`src/rtl/key_wdog_pkg.sv`:
```
package key_wdog_pkg;
  localparam int DATA_W = 16;
  localparam int ADDR_W = 5;

  localparam logic [ADDR_W-1:0] OFS_KEY    = 5'h00;
  localparam logic [ADDR_W-1:0] OFS_DIV    = 5'h04;
  localparam logic [ADDR_W-1:0] OFS_RELOAD = 5'h08;
  localparam logic [ADDR_W-1:0] OFS_STATUS = 5'h0C;

  localparam logic [DATA_W-1:0] KEY_REFRESH = 16'hAAAA;
  localparam logic [DATA_W-1:0] KEY_START   = 16'hCCCC;
  localparam logic [DATA_W-1:0] KEY_OPEN    = 16'h5555;
endpackage

```
`src/rtl/wdog_key_ctrl.sv`:
```
module wdog_key_ctrl
  import key_wdog_pkg::*;
(
  input  logic              clk_i,
  input  logic              rst_ni,
  input  logic              key_wr_i,
  input  logic [DATA_W-1:0] key_i,
  output logic              open_o,
  output logic              running_o,
  output logic              start_o,
  output logic              refresh_o
);
  logic open_q, run_q;

  assign start_o   = key_wr_i && (key_i == KEY_START) && !run_q;
  assign refresh_o = key_wr_i && (key_i == KEY_REFRESH) && run_q;

  always_ff @(posedge clk_i or negedge rst_ni) begin
    if (!rst_ni) begin
      open_q <= 1'b0;
      run_q  <= 1'b0;
    end else begin
      if (key_wr_i) open_q <= (key_i == KEY_OPEN);
      if (start_o)  run_q  <= 1'b1;
    end
  end

  assign open_o    = open_q;
  assign running_o = run_q;

  AST_RUN_STICKY: assert property (@(posedge clk_i) disable iff (!rst_ni)
    run_q |=> run_q);
  AST_OPEN_BY_KEY: assert property (@(posedge clk_i) disable iff (!rst_ni)
    $rose(open_q) |-> $past(key_wr_i && key_i == KEY_OPEN));
endmodule

```
`src/rtl/wdog_cfg_reg.sv`:
```
module wdog_cfg_reg #(
  parameter int         W           = 12,
  parameter int         SYNC_CYCLES = 3,
  parameter logic [W-1:0] RST_VAL   = '0
) (
  input  logic         clk_i,
  input  logic         rst_ni,
  input  logic         wr_i,
  input  logic [W-1:0] wdata_i,
  output logic [W-1:0] value_o,
  output logic [W-1:0] applied_o,
  output logic         pending_o
);
  localparam int SC_W = $clog2(SYNC_CYCLES + 1);
  localparam logic [SC_W-1:0] SC_INIT = SC_W'(SYNC_CYCLES);

  logic [W-1:0]    value_q, applied_q;
  logic [SC_W-1:0] sc_q;

  always_ff @(posedge clk_i or negedge rst_ni) begin
    if (!rst_ni) begin
      value_q   <= RST_VAL;
      applied_q <= RST_VAL;
      sc_q      <= '0;
    end else if (wr_i) begin
      value_q <= wdata_i;
      sc_q    <= SC_INIT;
    end else if (sc_q != '0) begin
      sc_q <= sc_q - 1'b1;
      if (sc_q == SC_W'(1)) applied_q <= value_q;
    end
  end

  assign value_o   = value_q;
  assign applied_o = applied_q;
  assign pending_o = (sc_q != '0);

  AST_PEND_ON_WRITE: assert property (@(posedge clk_i) disable iff (!rst_ni)
    wr_i |=> pending_o);
  AST_APPLY_ON_CLEAR: assert property (@(posedge clk_i) disable iff (!rst_ni)
    $fell(pending_o) |-> applied_o == value_o);
endmodule

```
`src/rtl/wdog_prescaler.sv`:
```
module wdog_prescaler #(
  parameter int CODE_W    = 3,
  parameter int BASE_LOG2 = 2
) (
  input  logic              clk_i,
  input  logic              rst_ni,
  input  logic              run_i,
  input  logic              restart_i,
  input  logic [CODE_W-1:0] code_i,
  output logic              tick_o
);
  localparam int CNT_W = BASE_LOG2 + (2**CODE_W) - 1;

  logic [CNT_W-1:0] cnt_q, lim;

  // divide ratio 2^(BASE_LOG2+code); lim = ratio-1
  assign lim    = {CNT_W{1'b1}} >> (CNT_W - BASE_LOG2 - int'(code_i));
  assign tick_o = run_i && (cnt_q >= lim);

  always_ff @(posedge clk_i or negedge rst_ni) begin
    if (!rst_ni)        cnt_q <= '0;
    else if (restart_i) cnt_q <= '0;
    else if (tick_o)    cnt_q <= '0;
    else if (run_i)     cnt_q <= cnt_q + 1'b1;
  end
endmodule

```
`src/rtl/wdog_down_counter.sv`:
```
module wdog_down_counter #(
  parameter int W = 12
) (
  input  logic         clk_i,
  input  logic         rst_ni,
  input  logic         load_i,
  input  logic [W-1:0] load_val_i,
  input  logic         run_i,
  input  logic         tick_i,
  output logic         req_o
);
  logic [W-1:0] cnt_q;
  logic         req_q;

  always_ff @(posedge clk_i or negedge rst_ni) begin
    if (!rst_ni) begin
      cnt_q <= '1;
      req_q <= 1'b0;
    end else if (load_i) begin
      cnt_q <= load_val_i;
      req_q <= 1'b0;
    end else if (run_i && tick_i) begin
      if (cnt_q == '0) begin
        cnt_q <= load_val_i;
        req_q <= 1'b1;
      end else begin
        cnt_q <= cnt_q - 1'b1;
        req_q <= 1'b0;
      end
    end else begin
      req_q <= 1'b0;
    end
  end

  assign req_o = req_q;

  AST_REQ_ONE_CYCLE: assert property (@(posedge clk_i) disable iff (!rst_ni)
    req_q |=> !req_q);
  AST_NO_REQ_IDLE: assert property (@(posedge clk_i) disable iff (!rst_ni)
    !run_i |-> !req_q);
  AST_CNT_LOAD: assert property (@(posedge clk_i) disable iff (!rst_ni)
    load_i |=> cnt_q == $past(load_val_i));
endmodule

```
`src/rtl/key_wdog.sv`:
```
module key_wdog
  import key_wdog_pkg::*;
#(
  parameter int CODE_W      = 3,
  parameter int RELOAD_W    = 12,
  parameter int BASE_LOG2   = 2,
  parameter int SYNC_CYCLES = 3
) (
  input  logic              clk_i,
  input  logic              rst_ni,
  input  logic              bus_sel_i,
  input  logic              bus_we_i,
  input  logic [ADDR_W-1:0] bus_addr_i,
  input  logic [DATA_W-1:0] bus_wdata_i,
  output logic [DATA_W-1:0] bus_rdata_o,
  output logic              rst_req_o
);
  logic wr, open, running, start, refresh, tick;
  logic div_wr, rl_wr, div_pend, rl_pend;
  logic [CODE_W-1:0]   div_val, div_app;
  logic [RELOAD_W-1:0] rl_val, rl_app;

  assign wr     = bus_sel_i && bus_we_i;
  assign div_wr = wr && open && (bus_addr_i == OFS_DIV);
  assign rl_wr  = wr && open && (bus_addr_i == OFS_RELOAD);

  wdog_key_ctrl u_key (
    .clk_i, .rst_ni,
    .key_wr_i (wr && (bus_addr_i == OFS_KEY)),
    .key_i    (bus_wdata_i),
    .open_o   (open),
    .running_o(running),
    .start_o  (start),
    .refresh_o(refresh)
  );

  wdog_cfg_reg #(.W(CODE_W), .SYNC_CYCLES(SYNC_CYCLES), .RST_VAL('0)) u_div (
    .clk_i, .rst_ni,
    .wr_i(div_wr), .wdata_i(bus_wdata_i[CODE_W-1:0]),
    .value_o(div_val), .applied_o(div_app), .pending_o(div_pend)
  );

  wdog_cfg_reg #(.W(RELOAD_W), .SYNC_CYCLES(SYNC_CYCLES), .RST_VAL('1)) u_rl (
    .clk_i, .rst_ni,
    .wr_i(rl_wr), .wdata_i(bus_wdata_i[RELOAD_W-1:0]),
    .value_o(rl_val), .applied_o(rl_app), .pending_o(rl_pend)
  );

  wdog_prescaler #(.CODE_W(CODE_W), .BASE_LOG2(BASE_LOG2)) u_pre (
    .clk_i, .rst_ni,
    .run_i(running), .restart_i(start || refresh),
    .code_i(div_app), .tick_o(tick)
  );

  wdog_down_counter #(.W(RELOAD_W)) u_cnt (
    .clk_i, .rst_ni,
    .load_i(start || refresh), .load_val_i(rl_app),
    .run_i(running), .tick_i(tick), .req_o(rst_req_o)
  );

  always_comb begin
    bus_rdata_o = '0;
    unique case (bus_addr_i)
      OFS_DIV:    bus_rdata_o[CODE_W-1:0]   = div_val;
      OFS_RELOAD: bus_rdata_o[RELOAD_W-1:0] = rl_val;
      OFS_STATUS: bus_rdata_o[1:0]          = {rl_pend, div_pend};
      default:    bus_rdata_o = '0;
    endcase
  end

  AST_CLOSED_DIV_HOLD: assert property (@(posedge clk_i) disable iff (!rst_ni)
    (wr && !open && bus_addr_i == OFS_DIV) |=> $stable(div_val));
  AST_CLOSED_RL_HOLD: assert property (@(posedge clk_i) disable iff (!rst_ni)
    (wr && !open && bus_addr_i == OFS_RELOAD) |=> $stable(rl_val));
endmodule

```
`config.mk`:
```
export PLATFORM = sky130hd
export DESIGN_NAME = key_wdog
export DESIGN_NICKNAME = d
export VERILOG_FILES = /design/src/rtl/key_wdog_pkg.sv /design/src/rtl/wdog_key_ctrl.sv /design/src/rtl/wdog_cfg_reg.sv /design/src/rtl/wdog_prescaler.sv /design/src/rtl/wdog_down_counter.sv /design/src/rtl/key_wdog.sv
export SDC_FILE = /design/constraint.sdc
export NUM_CORES = 1
export LEC_CHECK = 0
export BUFFER_PORTS_ARGS = -buffer_cell sky130_fd_sc_hd__buf_2
export CAP_MARGIN = 20
export CORE_ASPECT_RATIO = 0.7
export CORE_MARGIN = 2
export CORE_UTILIZATION = 65
export CTS_BUF_LIST = sky130_fd_sc_hd__clkbuf_2 sky130_fd_sc_hd__clkbuf_4 sky130_fd_sc_hd__clkbuf_8
export CTS_CLUSTER_DIAMETER = 200
export DETAILED_ROUTE_END_ITERATION = 16
export MAX_ROUTING_LAYER = met4
export PLACE_DENSITY = 0.91
export RECOVER_POWER = 25
export SYNTH_ARGS = -nofsm -noshare
export SYNTH_HDL_FRONTEND = slang
export SYNTH_SLANG_ARGS = --single-unit
```
`constraint.sdc`:
```
create_clock -name clk_i -period 3.8 [get_ports clk_i]
set_clock_uncertainty 0.2 [all_clocks]
set_input_delay 0.57 -clock clk_i [delete_from_list [all_inputs] [get_ports clk_i]]
set_output_delay 0.57 -clock clk_i [all_outputs]
set_load 0.02 [all_outputs]
```
Yosys cells after proc, flatten, opt, wreduce, memory -nomap -nowiden
Index checks and enable logic that the tools add are counted.

word-level totals
  word-level logic and storage cells = 67
  output and inout bits = 17
  bits of input ports = 25
  bits in registers = 58

cells by class
  reduce and logical (&&, ||, !) cells = 23
  shift operators = 1
  bitwise gates (word level) = 2
  mux-type cells = 16
  magnitude comparators = 1
  equality and inequality tests = 8
  add/sub/neg operators = 5

operators with widths
  kind                   number
  $mux 12                3
  $mux 9                 4
  $eq 16x16->1 const B   2
  $shr 9x32->9 const A   1
  $eq 16x15->1 const B   1
  $logic_not 12->1       1
  $sub 12x1->12 const B  1
  $logic_and 1x1->1      11
  $eq 5x4->1 const B     2
  $reduce_bool 2->1      5
  $add 9x1->9 const B    1
  $ge 9x9->1             1
  $mux 2                 4
  $pmux 2 s3             1
  $reduce_and 3->1       2
  $eq 5x3->1 const B     1
  $logic_not 5->1        1
  $eq 2x1->1 const B     2
  $sub 2x1->2 const B    2
  $sub 3x3->4 const A    1
  $mux 1                 3
  $reduce_bool 3->1      1
  $not 1->1              2
  $pmux 1 s2             1
  other kinds (2)        2

Longest topological paths before layout
Gate-level depths: netlist of the first run.

  depth in word-level cells = 7
  mapped depth = 9
  gate-level depth less buffers = 8

By module
Synthesis of the first run repeated with hierarchy kept, for this count alone.

second synthesis, totals
  cells, all modules = 328
  area total of the unflattened synthesis = 3512.1 µm²

by module, submodules not included
  module                 cells each  instances  area an instance (µm²)  sequential area each (µm²)
  wdog_cfg_reg at u_rl   64          1          1068.5                  680.7
  wdog_down_counter      95          1          882.1                   340.3
  wdog_prescaler         79          1          689.4                   225.2
  wdog_cfg_reg at u_div  25          1          357.8                   200.2
  key_wdog               45          1          334.1                   0.0
  wdog_key_ctrl          20          1          180.2                   50.0

Least setup slack after synthesis of the first run
No wires, ideal clock.

  path kind = reg-to-reg
  start = register u_div.applied_q[1] (netlist: u_div.applied_o[1])
  end = register u_cnt.cnt_q[10]
  arrival = 2081 ps
  cell stages (with the launch flop) = 9
  setup slack = 1429 ps
  path buffers = 1
  cell sequence = dfrtp_1 > o21ai_0 > ha_1 > a2111oi_0 > o21ai_1 > a22oi_1 > buf_2 > o32ai_1 > nor4_2

between the ends
  longest elaborated chain between the ends = 6

ends and longest elaborated chain
  item                         RTL line                 RTL
  start, declared              wdog_cfg_reg.sv:17       logic [W-1:0] value_q, applied_q;
  start signal, assigned       wdog_cfg_reg.sv:30       if (sc_q == SC_W'(1)) applied_q <= value_q;
  $sub 3x3->4                  wdog_prescaler.sv:17     assign lim = {CNT_W{1'b1}} >> (CNT_W - BASE_LOG2 - int'(code_i));
  $shr 9x32->9                 wdog_prescaler.sv:17
  $ge 9x9->1                   wdog_prescaler.sv:18     assign tick_o = run_i && (cnt_q >= lim);
  $logic_and 1x1->1            wdog_prescaler.sv:18
  $logic_and 1x1->1            wdog_down_counter.sv:22  end else if (run_i && tick_i) begin
  $reduce_bool 2->1 (no line)  --
  end signal, assigned         wdog_down_counter.sv:20  cnt_q <= load_val_i;
  end signal, assigned         wdog_down_counter.sv:24  cnt_q <= load_val_i;
  end signal, assigned         wdog_down_counter.sv:27  cnt_q <= cnt_q - 1'b1;
  end, declared                wdog_down_counter.sv:12  logic [W-1:0] cnt_q;

No other way between the ends.
A chain may end at the register's enable or synchronous reset.

Worst setup path in the final report of the first run
  start = register u_div.applied_q[0] (netlist: u_div.applied_o[0])
  end = register u_cnt.cnt_q[10]

The elaborated chain is that of the path after synthesis.

==> impl_results.rst, run 1 <==
.. list-table::
   :header-rows: 1

   * - Metric
     - Value
   * - Sum of routed wire length over all layers
     - roughly 8.0 mm
   * - Maximum level of the CTS H-tree
     - 3
   * - Pre-CTS setup slack
     - 0.854 ns
   * - Worst setup path class
     - register to register
   * - Setup slack on the worst flop-to-flop path
     - 1.04 ns
   * - Number of antenna violations at the first check in global routing
     - 0
   * - Placement row count
     - 21
   * - Post-synthesis sequential area ratio
     - 45.1%
   * - Clock tree sinks
     - between 50 and 60
   * - Fraction of the mapped netlist area in simple logic gates
     - 21.5%
   * - Total clock buffers created by CTS
     - 9
   * - Proportion of synthesized area in mux cells
     - 11.1%
   * - Number of gates resized after CTS
     - 0
   * - Number of setup buffers added after CTS
     - 0
   * - Initial standard-cell utilization of the core
     - 68.3%
   * - Achievable frequency
     - 362 MHz
   * - Tightest Hold Check Type
     - register to register
   * - Critical register-to-register path startpoint
     - u_div.applied_o[0]$_DFFE_PN0P_
   * - Antenna-violating nets left
     - 0
   * - Vias per cell
     - 6.33
   * - Synth async-reset ratio
     - 100%
   * - Final Max Slew Viols
     - 40
   * - Critical path startpoint category
     - register
   * - Nets
     - 394
   * - Footprint of the flip-flops and latches
     - 0.00150 mm^2
   * - Setup total negative slack
     - 0 ns
   * - EDFF count, synth
     - 0
   * - Synthesis Warnings
     - 0
   * - Detailed-route DRC error count
     - 0
   * - Dominant cells by area after synthesis
     - dfstp_2, dfrtp_1, mux2_2
   * - Length in cells of the worst reg-to-reg path
     - 8
   * - Dominant combinational cell family by area after synthesis
     - simple AND/OR/NAND/NOR gates
   * - Clk Latency, worst-skew pair
     - 0.34 ns
   * - Filler instances
     - 297
   * - Maximum buffer depth of the clock tree
     - 2
   * - Dominant cell by count in the synthesized netlist
     - dfstp_2
   * - Relative slew slack
     - -40.5%
   * - Switching power as a share of total power
     - roughly 23%
   * - Standard cell core area
     - roughly 0.005 mm^2
   * - Flop and latch count out of synthesis
     - 58
   * - Post-detailed-route wirelength per cell
     - 18.7 um
   * - Crit path capture type
     - register
   * - Total of endpoints with negative setup slack in the final report
     - 0
   * - PwrDens
     - 371 mW/mm^2
   * - Cell type with the highest aggregate area in the netlist
     - dfstp_2
   * - Wire length of the first global-routing pass
     - 13.3 mm
   * - Terminus of the critical flop-to-flop path
     - u_cnt.cnt_q[10]$_DFFE_PN1P_
   * - VDD IR max
     - 275 uV
   * - Area share of the largest cell type after synthesis
     - 28.5%
   * - Worst setup path startpoint
     - u_div.applied_o[0]$_DFFE_PN0P_
   * - Compound-gate portion of the synthesized area
     - 11.0%
   * - Failing checks
     - capacitance limit, slew limit
   * - Half-perimeter wire length after placement
     - 5.56 mm
   * - Worst path arrival time
     - between 2 and 3 ns
   * - Area added between synthesis and finish
     - 13.3%
   * - Part of the total power dissipated in sequential elements
     - 45.7%
   * - Worst Tran Pin Value
     - 2.11 ns
   * - Quantity of I/O buffers inserted on ports
     - 37
   * - Die span in y
     - 63.8 um
   * - Data required time of the critical path
     - between 3 and 4 ns
   * - Worst-path fanout max
     - 10
   * - Total internal power
     - 1070 uW
   * - Root buffer cell
     - clkbuf_8
   * - Fin crit share
     - 72.7%
   * - Largest net degree at the start of global routing
     - 40
   * - RSZ-0062 raised after global routing
     - no
   * - Net switching component of the power
     - 324 uW
   * - Syn Inst Count
     - 315
   * - Area of the die
     - 0.00571 mm^2
   * - IO Pins
     - 42
   * - Startpoint of the lowest-slack hold path
     - u_key.open_o$_DFFE_PN0P_
   * - Number of design-rule violations left by the first detailed-router iteration
     - 262
   * - Total congestion overflow
     - 0
   * - Worst setup margin
     - 1.04 ns
   * - Number of optimization iterations in the first detailed-route pass
     - 5
   * - Antenna cell count
     - 0
   * - Hold Worst Slack
     - 0.282 ns
   * - Synth Area per Inst
     - between 10 and 15 um^2
   * - Result of the run
     - finished, violations left
   * - Vias
     - 2716
   * - Proportion of layout cells with a drive suffix above 1
     - 33.1%
   * - Critical Path End
     - u_cnt.cnt_q[10]$_DFFE_PN1P_
   * - Die extent in x
     - 89.4 um
   * - Summed instance area of the synthesized netlist
     - about 0.0033 mm^2
   * - Share of power burned in the clock network
     - between 40% and 50%
   * - Dominant register cell in the synthesized netlist
     - dfstp_2
   * - Number of global-route vias before repair
     - between 2000 and 3000
   * - Shortest clock period the worst path allows after layout
     - 2.76 ns
   * - Number of different library cells in the post-synthesis netlist
     - 57
   * - List of most frequent post-synthesis cells
     - dfstp_2, nor2_1, dfrtp_1
   * - Clock tree from TritonCTS
     - built
   * - Gr usage total
     - 32.2%
   * - Power share of the combinational group
     - 8.5%
   * - Weighted congestion reported at the end of routability-driven placement
     - 0.970
   * - Post-CTS Hold Fix Bufs
     - 0
   * - Number of max-cap violations
     - 1
   * - Adder and majority gate portion of the synthesized area
     - between 5 and 6%
   * - Area share of xor/xnor cells in the synthesized design
     - 2.37%
   * - Combined area of the multi-input logic cells
     - between 0.0015 and 0.002 mm^2
   * - Reported leakage power
     - approximately 0.0017 uW
   * - Clock-pin transition on the worst setup and hold timing paths
     - 0.07 ns
   * - Number of hold violations in the final report
     - 0
[worst min-delay path by stage]
stage	end	cells after the start	slack, ns
final	u_key.open_o$_DFFE_PN0P_	1	0.28
after global routing	u_rl.value_o[3]$_DFFE_PN1P_	2	0.29
after CTS	u_pre.cnt_q[1]$_DFFE_PN0P_	1	0.17
after detailed placement	u_key.open_o$_DFFE_PN0P_	1	0.27
after global placement	u_key.open_o$_DFFE_PN0P_	1	0.27
after floorplan	u_cnt.req_o$_DFF_PN0_	0	0.07
[per-stage QoR]
| stage | util [%] | cell area (um^2) | instances | power (uW) |
|---|---|---|---|---|
| global placement | 72.9 | 3540 | 413 | 759 |
| floorplan | - | 3330 | 318 | 722 |
| finish | 77.4 | 3760 | 429 | 1400 |
| CTS | 77.5 | 3760 | 429 | 1400 |
| detailed placement | 72.9 | 3540 | 413 | 766 |
| global route | 77.4 | 3760 | 429 | 1450 |
[cells in the final DEF, fill, tap and decap left out, types with 10 or more instances in the layout]
master / instances
nand2_1: 21
clkbuf_8: 10
ha_1: 14
dfrtp_1: 22
a21oi_1: 11
nand3_1: 17
dfstp_2: 36
mux2_1: 13
buf_2: 36
nor2_1: 24
inv_1: 10
and3_1: 13
mux2_2: 17
[layer usage]
metal,vias to the layer above,track usage (%),part of all wire [%]
met1,1335,43.4,43
met3,14,9.30,8.3
met2,126,47.5,47
met5,-,-,0
li1,1241,-,-
met4,0,9.51,1.5
[sequential cells by signal (all words and copies together) (netlist names)]
signal	flops
u_div.applied_o	3
u_pre.cnt_q	9
u_key.open_o	1
u_div.sc_q	2
u_div.value_o	3
u_rl.value_o	12
u_rl.applied_o	12
u_rl.sc_q	2
u_cnt.req_o	1
u_key.running_o	1
u_cnt.cnt_q	12
[layout make-up]
cell class,instances,share of cell area (%)
repair buffers,40,5.49
well taps,69,2.29
inverters,10,0.997
flip-flops and latches,58,39.8
clock inverters,5,2.06
clock buffers,11,3.86
multi-input cells,236,45.5
[power by group through the flow]
stage                     combinational [uW]  clock (uW)  sequential [uW]
final                                    118         641              638
after global routing                     135         676              639
after global placement                   112           0              647
after floorplan                         76.2           0              646
after detailed placement                 118           0              648
after CTS                                119         642              638
[kinds of logic after synthesis]
logic type      count (synthesis)
buf+inv                        24
fa+ha+maj                      14
flops                          58
other cells                     1
mux                            33
compound gates                 55
simple gates                  121
xor+xnor                        9
[critical path, cell delays in order (launching register included)]
cell and delay [ns]:
dfrtp_1 0.43, o21ai_0 0.21, ha_1 0.28, a2111oi_0 0.41
o21ai_1 0.17, a22o_1 0.39, nand2_2 0.19, o32ai_1 0.11
nor4_2 0.28
No activity file was read; power rests on OpenSTA's default activity.
==> run 2, diff against run 1 <==
Settings changed: CORE_UTILIZATION 65 to 60, PLACE_DENSITY 0.91 to 0.85.
Clock period 3.8 ns to 2.7 ns, I/O delays scaled along.
==> run 2 against run 1 <==
Net effect: the run now ends clean; worst setup slack worse by 0.93 ns; critical path type unchanged; final area up 2.8%; cell count up 2.8%; global-route usage down 6.0 points; register-to-register slack worse by 0.93 ns; critical endpoint is now u_cnt.cnt_q[9]$_DFFE_PN1P_; largest cell class unchanged; non-clock buffer count up 9; highest routed layer unchanged.
==> impl_results.rst, run 2 (synthesis results as in run 1) <==
.. list-table::
   :header-rows: 1

   * - Metric
     - Value
   * - Result of the run
     - completed
   * - Number of global-route vias before repair
     - 2470 (-7.2%)
   * - Achievable frequency
     - 386 MHz (+6.5%)
   * - Clock-pin transition on the worst setup and hold timing paths
     - 0.07 ns (about the same)
   * - Worst path arrival time
     - 2.64 ns (-0.17 ns)
   * - Worst setup margin
     - 0.107 ns (-0.931 ns)
   * - Placed insts
     - 421 (+1.9%)
   * - Die extent in x
     - 92.9 um (+3.9%)
   * - Number of max-cap violations
     - 0 (-1)
   * - Most frequent cells in the layout
     - buf_2, dfstp_2, nor2_1
   * - Relative slew slack
     - 6.18% (+47 points)
   * - Vias
     - 2744 (+1.0%)
   * - Clock tree sinks
     - 58 (unchanged)
   * - Quantity of I/O buffers inserted on ports
     - 37 (unchanged)
   * - Weighted congestion reported at the end of routability-driven placement
     - 0.902 (-7.0%)
   * - Number of optimization iterations in the first detailed-route pass
     - 6 (+1)
   * - Placement row count
     - 22 (+4.8%)
   * - Root buffer cell
     - clkbuf_8
   * - Initial standard-cell utilization of the core
     - 62.8% (-5.5 points)
   * - Pre-CTS setup slack
     - 0.0778 ns (-0.776 ns)
   * - Area of the die
     - 0.00615 mm^2 (+7.9%)
   * - Half-perimeter wire length after placement
     - 5.29 mm (-4.8%)
   * - Largest net degree at the start of global routing
     - 59 (+48%)
   * - Number of design-rule violations left by the first detailed-router iteration
     - 218 (-17%)
   * - Non-Filler Instances
     - 441 (+2.8%)
   * - Number of hold violations in the final report
     - 0 (unchanged)
   * - Nets
     - 403 (+2.3%)
   * - Proportion of layout cells with a drive suffix above 1
     - 37.4% (+4.3 points)
   * - Shortest clock period the worst path allows after layout
     - 2.59 ns (-0.169 ns)
   * - Worst setup path class
     - register to register
   * - PwrDens
     - 484 mW/mm^2 (+30%)
   * - Finished Cell Area
     - 0.00387 mm^2 (+2.8%)
   * - Antenna-violating nets left
     - 0 (unchanged)
   * - Data required time of the critical path
     - 2.75 ns (-1.09 ns)
   * - Wire length of the first global-routing pass
     - 12.0 mm (-9.4%)
   * - Most frequent standard cell in the layout excluding fill and tap cells
     - buf_2
   * - Final Max Slew Viols
     - 0 (-100%)
   * - VDD IR max
     - 400 uV (+46%)
   * - IO Pins
     - 42 (unchanged)
   * - Number of antenna violations at the first check in global routing
     - 0 (unchanged)
   * - Antenna cell count
     - 0 (unchanged)
   * - Maximum level of the CTS H-tree
     - 3 (unchanged)
   * - Critical path startpoint category
     - register
   * - Total of endpoints with negative setup slack in the final report
     - 0 (unchanged)
   * - Crit path capture type
     - register
   * - Die span in y
     - 66.2 um (+3.8%)
   * - Maximum buffer depth of the clock tree
     - 2 (unchanged)
   * - Standard cell core area
     - 0.00529 mm^2 (+8.7%)
   * - Tightest Hold Check Type
     - input pin to register
   * - Filler instances
     - 386 (+30%)
   * - Sum of routed wire length over all layers
     - 7.52 mm (-6.3%)
   * - Total congestion overflow
     - 0 (unchanged)
   * - Clk Latency, worst-skew pair
     - 0.33 ns (about the same)
   * - Vias per cell
     - 6.22 (-1.7%)
   * - Reported leakage power
     - 0.00170 uW (+2.4%)
   * - Clock tree from TritonCTS
     - built
   * - Detailed-route DRC error count
     - 0 (unchanged)
   * - Post-detailed-route wirelength per cell
     - 17.1 um (-8.9%)
   * - Setup total negative slack
     - 0 ns (unchanged)
   * - Worst-path fanout max
     - 6 (-4)
   * - Total clock buffers created by CTS
     - 9 (unchanged)
   * - Worst Tran Pin Value
     - 1.41 ns (-0.700 ns)
   * - Area added between synthesis and finish
     - 16.5%
   * - DP Area
     - 0.00360 mm^2 (+1.5%)
   * - Gr usage total
     - 26.1% (-6.0 points)
   * - Fin crit share
     - 96.0% (+23 points)
[run 2: changes by cell type in the layout (fill, tap and decap cells not counted), sizes merged]
cell | previous run | this run
buf | 39 | 47
bufinv | 2 | 1
clkbuf | 12 | 11
clkinvlp | 1 | 2
dlygate4sd3 | 0 | 1
inv | 10 | 11
[run 2: stage by stage]
stage / hold WS, ns / util (%) / total power, uW
CTS: 0.125 / 72.1 / 1890
global placement: 0.225 / 68.0 / 1070
floorplan: -0.0906 / - / 1020
finish: 0.129 / 73.2 / 1870
global route: 0.127 / 73.2 / 1950
detailed placement: 0.229 / 68.0 / 1080
[run 2: final timing paths]
kind	start	end	cells after the start	slack, ns
setup reg to reg	u_div.applied_o[0]$_DFFE_PN0P_	u_cnt.cnt_q[9]$_DFFE_PN1P_	9	0.11
hold / removal	bus_wdata_i[8]	u_rl.value_o[8]$_DFFE_PN1P_	2	0.13
max in group asynchronous	rst_ni	u_div.applied_o[2]$_DFFE_PN0P_	3	0.53
hold reg to reg	u_key.open_o$_DFFE_PN0P_	u_key.open_o$_DFFE_PN0P_	1	0.29
min in group asynchronous	rst_ni	u_pre.cnt_q[5]$_DFFE_PN0P_	3	0.83
setup / recovery	u_div.applied_o[0]$_DFFE_PN0P_	u_cnt.cnt_q[9]$_DFFE_PN1P_	9	0.11
[run 2: timing repair]
item	in CTS	in global routing
setup buffers	0	2
hold endpoints to repair	22	0
endpoints found under the setup margin	0	20
hold buffers	1	0
resized for setup	0	16
[run 2: final cells by class]
class	count	area, um^2	area share [%]
Clock buffer	10	138	3.56
Clock inverter	6	65.1	1.68
Inverter	10	37.5	0.970
Multi-Input combinational cell	236	1770	45.7
Sequential cell	58	1500	38.7
Tap cell	72	90.1	2.33
Timing Repair Buffer	49	273	7.05
[run 2: routing by layer]
metal  GRT usage [%]  part of all wire, %
met4            5.51                 0.73
met2            36.9                   45
met1            37.4                   46
met3            7.98                  7.9
met5               -                    0
[run 2: power breakdown]
part           internal (uW)  switching (uW)  leakage [uW]
registers                888            10.2      0.000671
logic                   71.9            96.0      0.000934
clock network            451             356     0.0000988
total                   1410             462       0.00170
[run 2: critical path, cell delays in order (launching register included)]
cell and delay [ns]:
dfrtp_1 0.43, o21ai_1 0.10, ha_1 0.35, o211ai_1 0.12, a21oi_2 0.21, a22oi_2 0.13
buf_2 0.19, or4_1 0.48, a32oi_1 0.21, o21ai_1 0.09
==> run 3, diff against run 2 <==
Settings changed: ABC_AREA set to 1, CORE_UTILIZATION 60 to 61.
==> run 3 against run 2 <==
Net effect: total power grew 130%; die area grew 16%; worst hold slack gained 0.0095 ns; register-to-register slack gained 0.28 ns; utilization shrank 2.9 points; cell count grew 55%; clock-buffer cell count grew 1; global-route usage grew 2.9 points; clock power grew 22%; via count grew 35%; first-iteration DRC count grew 7.3%; final area grew 13%; largest cell class unchanged.
==> impl_results.rst, run 3 <==
.. list-table::
   :header-rows: 1

   * - Metric
     - Value
   * - Result of the run
     - completed
   * - IO Pins
     - 42 (unchanged)
   * - Dominant cell by count in the synthesized netlist
     - nand2_1
   * - Nets
     - 638 (+58%)
   * - Worst Tran Pin Value
     - 1.18 ns (-0.229 ns)
   * - PwrDens
     - 985 mW/mm^2 (+100%)
   * - Maximum buffer depth of the clock tree
     - 2 (unchanged)
   * - Filler instances
     - 534 (+38%)
   * - Proportion of layout cells with a drive suffix above 1
     - 18.5% (-19 points)
   * - Non-Filler Instances
     - 682 (+55%)
   * - Worst setup path class
     - register to register
   * - Post-detailed-route wirelength per cell
     - 13.4 um (-21%)
   * - Maximum level of the CTS H-tree
     - 3 (unchanged)
   * - Initial standard-cell utilization of the core
     - 63.2% (+0.39 points)
   * - Number of hold violations in the final report
     - 0 (unchanged)
   * - Total clock buffers created by CTS
     - 9 (unchanged)
   * - Setup total negative slack
     - 0 ns (unchanged)
   * - Reported leakage power
     - 0.00235 uW (+38%)
   * - Achievable frequency
     - 432 MHz (+12%)
   * - Terminus of the critical flop-to-flop path
     - u_pre.cnt_q[6]$_DFFE_PN0P_
   * - Cells along the critical path
     - nor3_1 > ha_1 > a21oi_1 > nand2_1 > nand3_1 > nand2_1 > nand2_1 > nand3_2 > inv_1 > nand2_1 > nor2_1
   * - Shortest clock period the worst path allows after layout
     - 2.31 ns (-0.278 ns)
   * - Placement row count
     - 24 (+9.1%)
   * - Critical path startpoint category
     - register
   * - Largest net degree at the start of global routing
     - 39 (-34%)
   * - Final Max Slew Viols
     - 0 (unchanged)
   * - CP max-delay cell
     - dfrtp_1
   * - EDFF count, synth
     - 0 (unchanged)
   * - Number of design-rule violations left by the first detailed-router iteration
     - 234 (+7.3%)
   * - Die span in y
     - 71.2 um (+7.4%)
   * - Sum of routed wire length over all layers
     - 9.14 mm (+22%)
   * - Crit path capture type
     - register
   * - Summed instance area of the synthesized netlist
     - 0.00393 mm^2 (+18%)
   * - Cell type with the highest aggregate area in the netlist
     - dfstp_2
   * - Number of global-route vias before repair
     - 3398 (+38%)
   * - Clock-pin transition on the worst setup and hold timing paths
     - 0.07 ns (about the same)
   * - Number of antenna violations at the first check in global routing
     - 0 (unchanged)
   * - Area of the die
     - 0.00711 mm^2 (+16%)
   * - Number of max-cap violations
     - 0 (unchanged)
   * - Synth Area per Inst
     - 7.01 um^2 (-34%)
   * - Data required time of the critical path
     - 2.77 ns (+0.02 ns)
   * - Antenna-violating nets left
     - 0 (unchanged)
   * - Worst-path fanout max
     - 11 (+5)
   * - Most frequent standard cell in the layout excluding fill and tap cells
     - nand2_1
   * - Vias per cell
     - 5.42 (-13%)
   * - Number of instances on the worst hold path
     - 3 (+1)
   * - Clock tree from TritonCTS
     - built
   * - Number of gates resized after CTS
     - 0 (unchanged)
   * - Placed insts
     - 665 (+58%)
   * - CP delay by family, top
     - simple AND/OR/NAND/NOR gates
   * - Flop and latch count out of synthesis
     - 58 (unchanged)
   * - Tightest Hold Check Type
     - input pin to register
   * - Hold Path End
     - u_rl.value_o[10]$_DFFE_PN1P_
   * - Root buffer cell
     - clkbuf_8
   * - Fin crit share
     - 85.7% (-10 points)
   * - Critical path's most frequent cell
     - nand2_1
   * - Post-synthesis sequential area ratio
     - 38.1% (-7.0 points)
   * - Weighted congestion reported at the end of routability-driven placement
     - 0.914 (+1.4%)
   * - Dominant cells by area after synthesis
     - dfstp_2, nand2_1, dfrtp_1
   * - CP peak stage delay
     - 0.44 ns (-0.04 ns)
   * - Antenna cell count
     - 0 (unchanged)
   * - Cell count along the critical path
     - 11 (+2)
   * - Number of optimization iterations in the first detailed-route pass
     - 5 (-1)
   * - Buffer and inverter count on the worst path
     - 1 (unchanged)
   * - Relative slew slack
     - 21.5% (+15 points)
   * - RSZ-0062 raised after global routing
     - no
   * - Vias
     - 3697 (+35%)
   * - Syn Inst Count
     - 561 (+78%)
   * - Half-perimeter wire length after placement
     - 6.79 mm (+28%)
   * - List of most frequent post-synthesis cells
     - nand2_1, inv_1, nor2_1
   * - Standard cell core area
     - 0.00622 mm^2 (+18%)
   * - Most frequent cells in the layout
     - nand2_1, inv_1, nor2_1
   * - Startpoint of the lowest-slack hold path
     - bus_wdata_i[10]
   * - Dominant register cell in the synthesized netlist
     - dfstp_2
   * - Detailed-route DRC error count
     - 0 (unchanged)
   * - Synth async-reset ratio
     - 100% (unchanged)
   * - Area share of the largest cell type after synthesis
     - 24.1% (-4.4 points)
   * - Setup slack on the worst flop-to-flop path
     - 0.39 ns (+0.28 ns)
   * - Clk Latency, worst-skew pair
     - 0.34 ns (about the same)
   * - Critical register-to-register path startpoint
     - u_div.applied_o[1]$_DFFE_PN0P_
   * - Quantity of I/O buffers inserted on ports
     - 37 (unchanged)
   * - Clock tree sinks
     - 58 (unchanged)
   * - Total congestion overflow
     - 0 (unchanged)
   * - Total of endpoints with negative setup slack in the final report
     - 0 (unchanged)
   * - Wire length of the first global-routing pass
     - 15.8 mm (+32%)
   * - VDD IR max
     - 579 uV (+45%)
   * - Number of setup buffers added after CTS
     - 0 (unchanged)
   * - Length in cells of the worst reg-to-reg path
     - 11 (+2)
   * - Die extent in x
     - 99.9 um (+7.6%)
   * - Worst path arrival time
     - 2.38 ns (-0.26 ns)
   * - Area added between synthesis and finish
     - 11.1%
   * - Gr usage total
     - 29.0% (+2.9 points)
   * - Synthesis Warnings
     - 0 (unchanged)
   * - Post-CTS Hold Fix Bufs
     - 1 (unchanged)
   * - Number of different library cells in the post-synthesis netlist
     - 39 (-32%)
   * - Overall power
     - 4300 uW (+130%)
==> run 3: per-stage QoR <==
step           instance area, um^2  setup slack, ns  util, %  hold slack (ns)
2_1_floorplan                 3940            0.625        -          -0.0906
3_3_place_gp                  4130            0.542     66.5            0.198
3_5_place_dp                  4130            0.425     66.5            0.207
4_1_cts                       4380            0.399     70.5            0.125
5_1_grt                       4370            0.127     70.3            0.131
6_report                      4370            0.386     70.3            0.139
==> run 3: worst max path at each step <==
stage	from	to	slack (ns)
3_3_place_gp	bus_addr_i[3]	u_cnt.cnt_q[11]$_DFFE_PN1P_	0.54
4_1_cts	u_div.applied_o[1]$_DFFE_PN0P_	u_pre.cnt_q[6]$_DFFE_PN0P_	0.40
5_1_grt	rst_ni	u_div.applied_o[0]$_DFFE_PN0P_	0.13
3_5_place_dp	u_div.applied_o[1]$_DFFE_PN0P_	u_pre.cnt_q[6]$_DFFE_PN0P_	0.43
2_1_floorplan	u_div.applied_o[2]$_DFFE_PN0P_	u_cnt.cnt_q[11]$_DFFE_PN1P_	0.63
6_report	u_div.applied_o[1]$_DFFE_PN0P_	u_pre.cnt_q[6]$_DFFE_PN0P_	0.39
==> run 3: tightest hold or removal path, cell delays in order <==
cell and delay [ns]:
buf_2 0.13, nand2_1 0.06, o21ai_0 0.07
==> run 3: cells by family after synthesis <==
kind of cell	share of synthesized area, %
xor+xnor	1.34
fa+ha+maj	4.46
flops	38.1
compound gates	6.56
buf+inv	11.2
simple gates	38.3
other cells	0.0954
==> run 3: cell type report <==
| type | instances | area [um^2] | area share, % |
|---|---|---|---|
| multi-input combinational | 406 | 2000 | 45.9 |
| sequential | 58 | 1500 | 34.3 |
| inverter | 83 | 313 | 7.16 |
| timing repair buffer | 41 | 215 | 4.93 |
| clock buffer | 11 | 139 | 3.18 |
| clock inverter | 5 | 103 | 2.35 |
| tap | 78 | 97.6 | 2.23 |
==> run 3: power by group <==
part / total [uW] / internal, uW / switching (uW)
clock: 988 / 632 / 356
sequential: 1570 / 1320 / 243
combinational: 1750 / 598 / 1150
==> run 3: routing by layer <==
metal  wire, um  track usage, %  vias to the layer above  part of all wire (%)
li1           -               -                     1841                     -
met1       4480            41.2                     1701                    49
met2       3920            42.0                      143                    43
met3        648            6.92                       12                   7.1
met4         90            7.61                        0                  0.98
met5          0               -                        -                     0
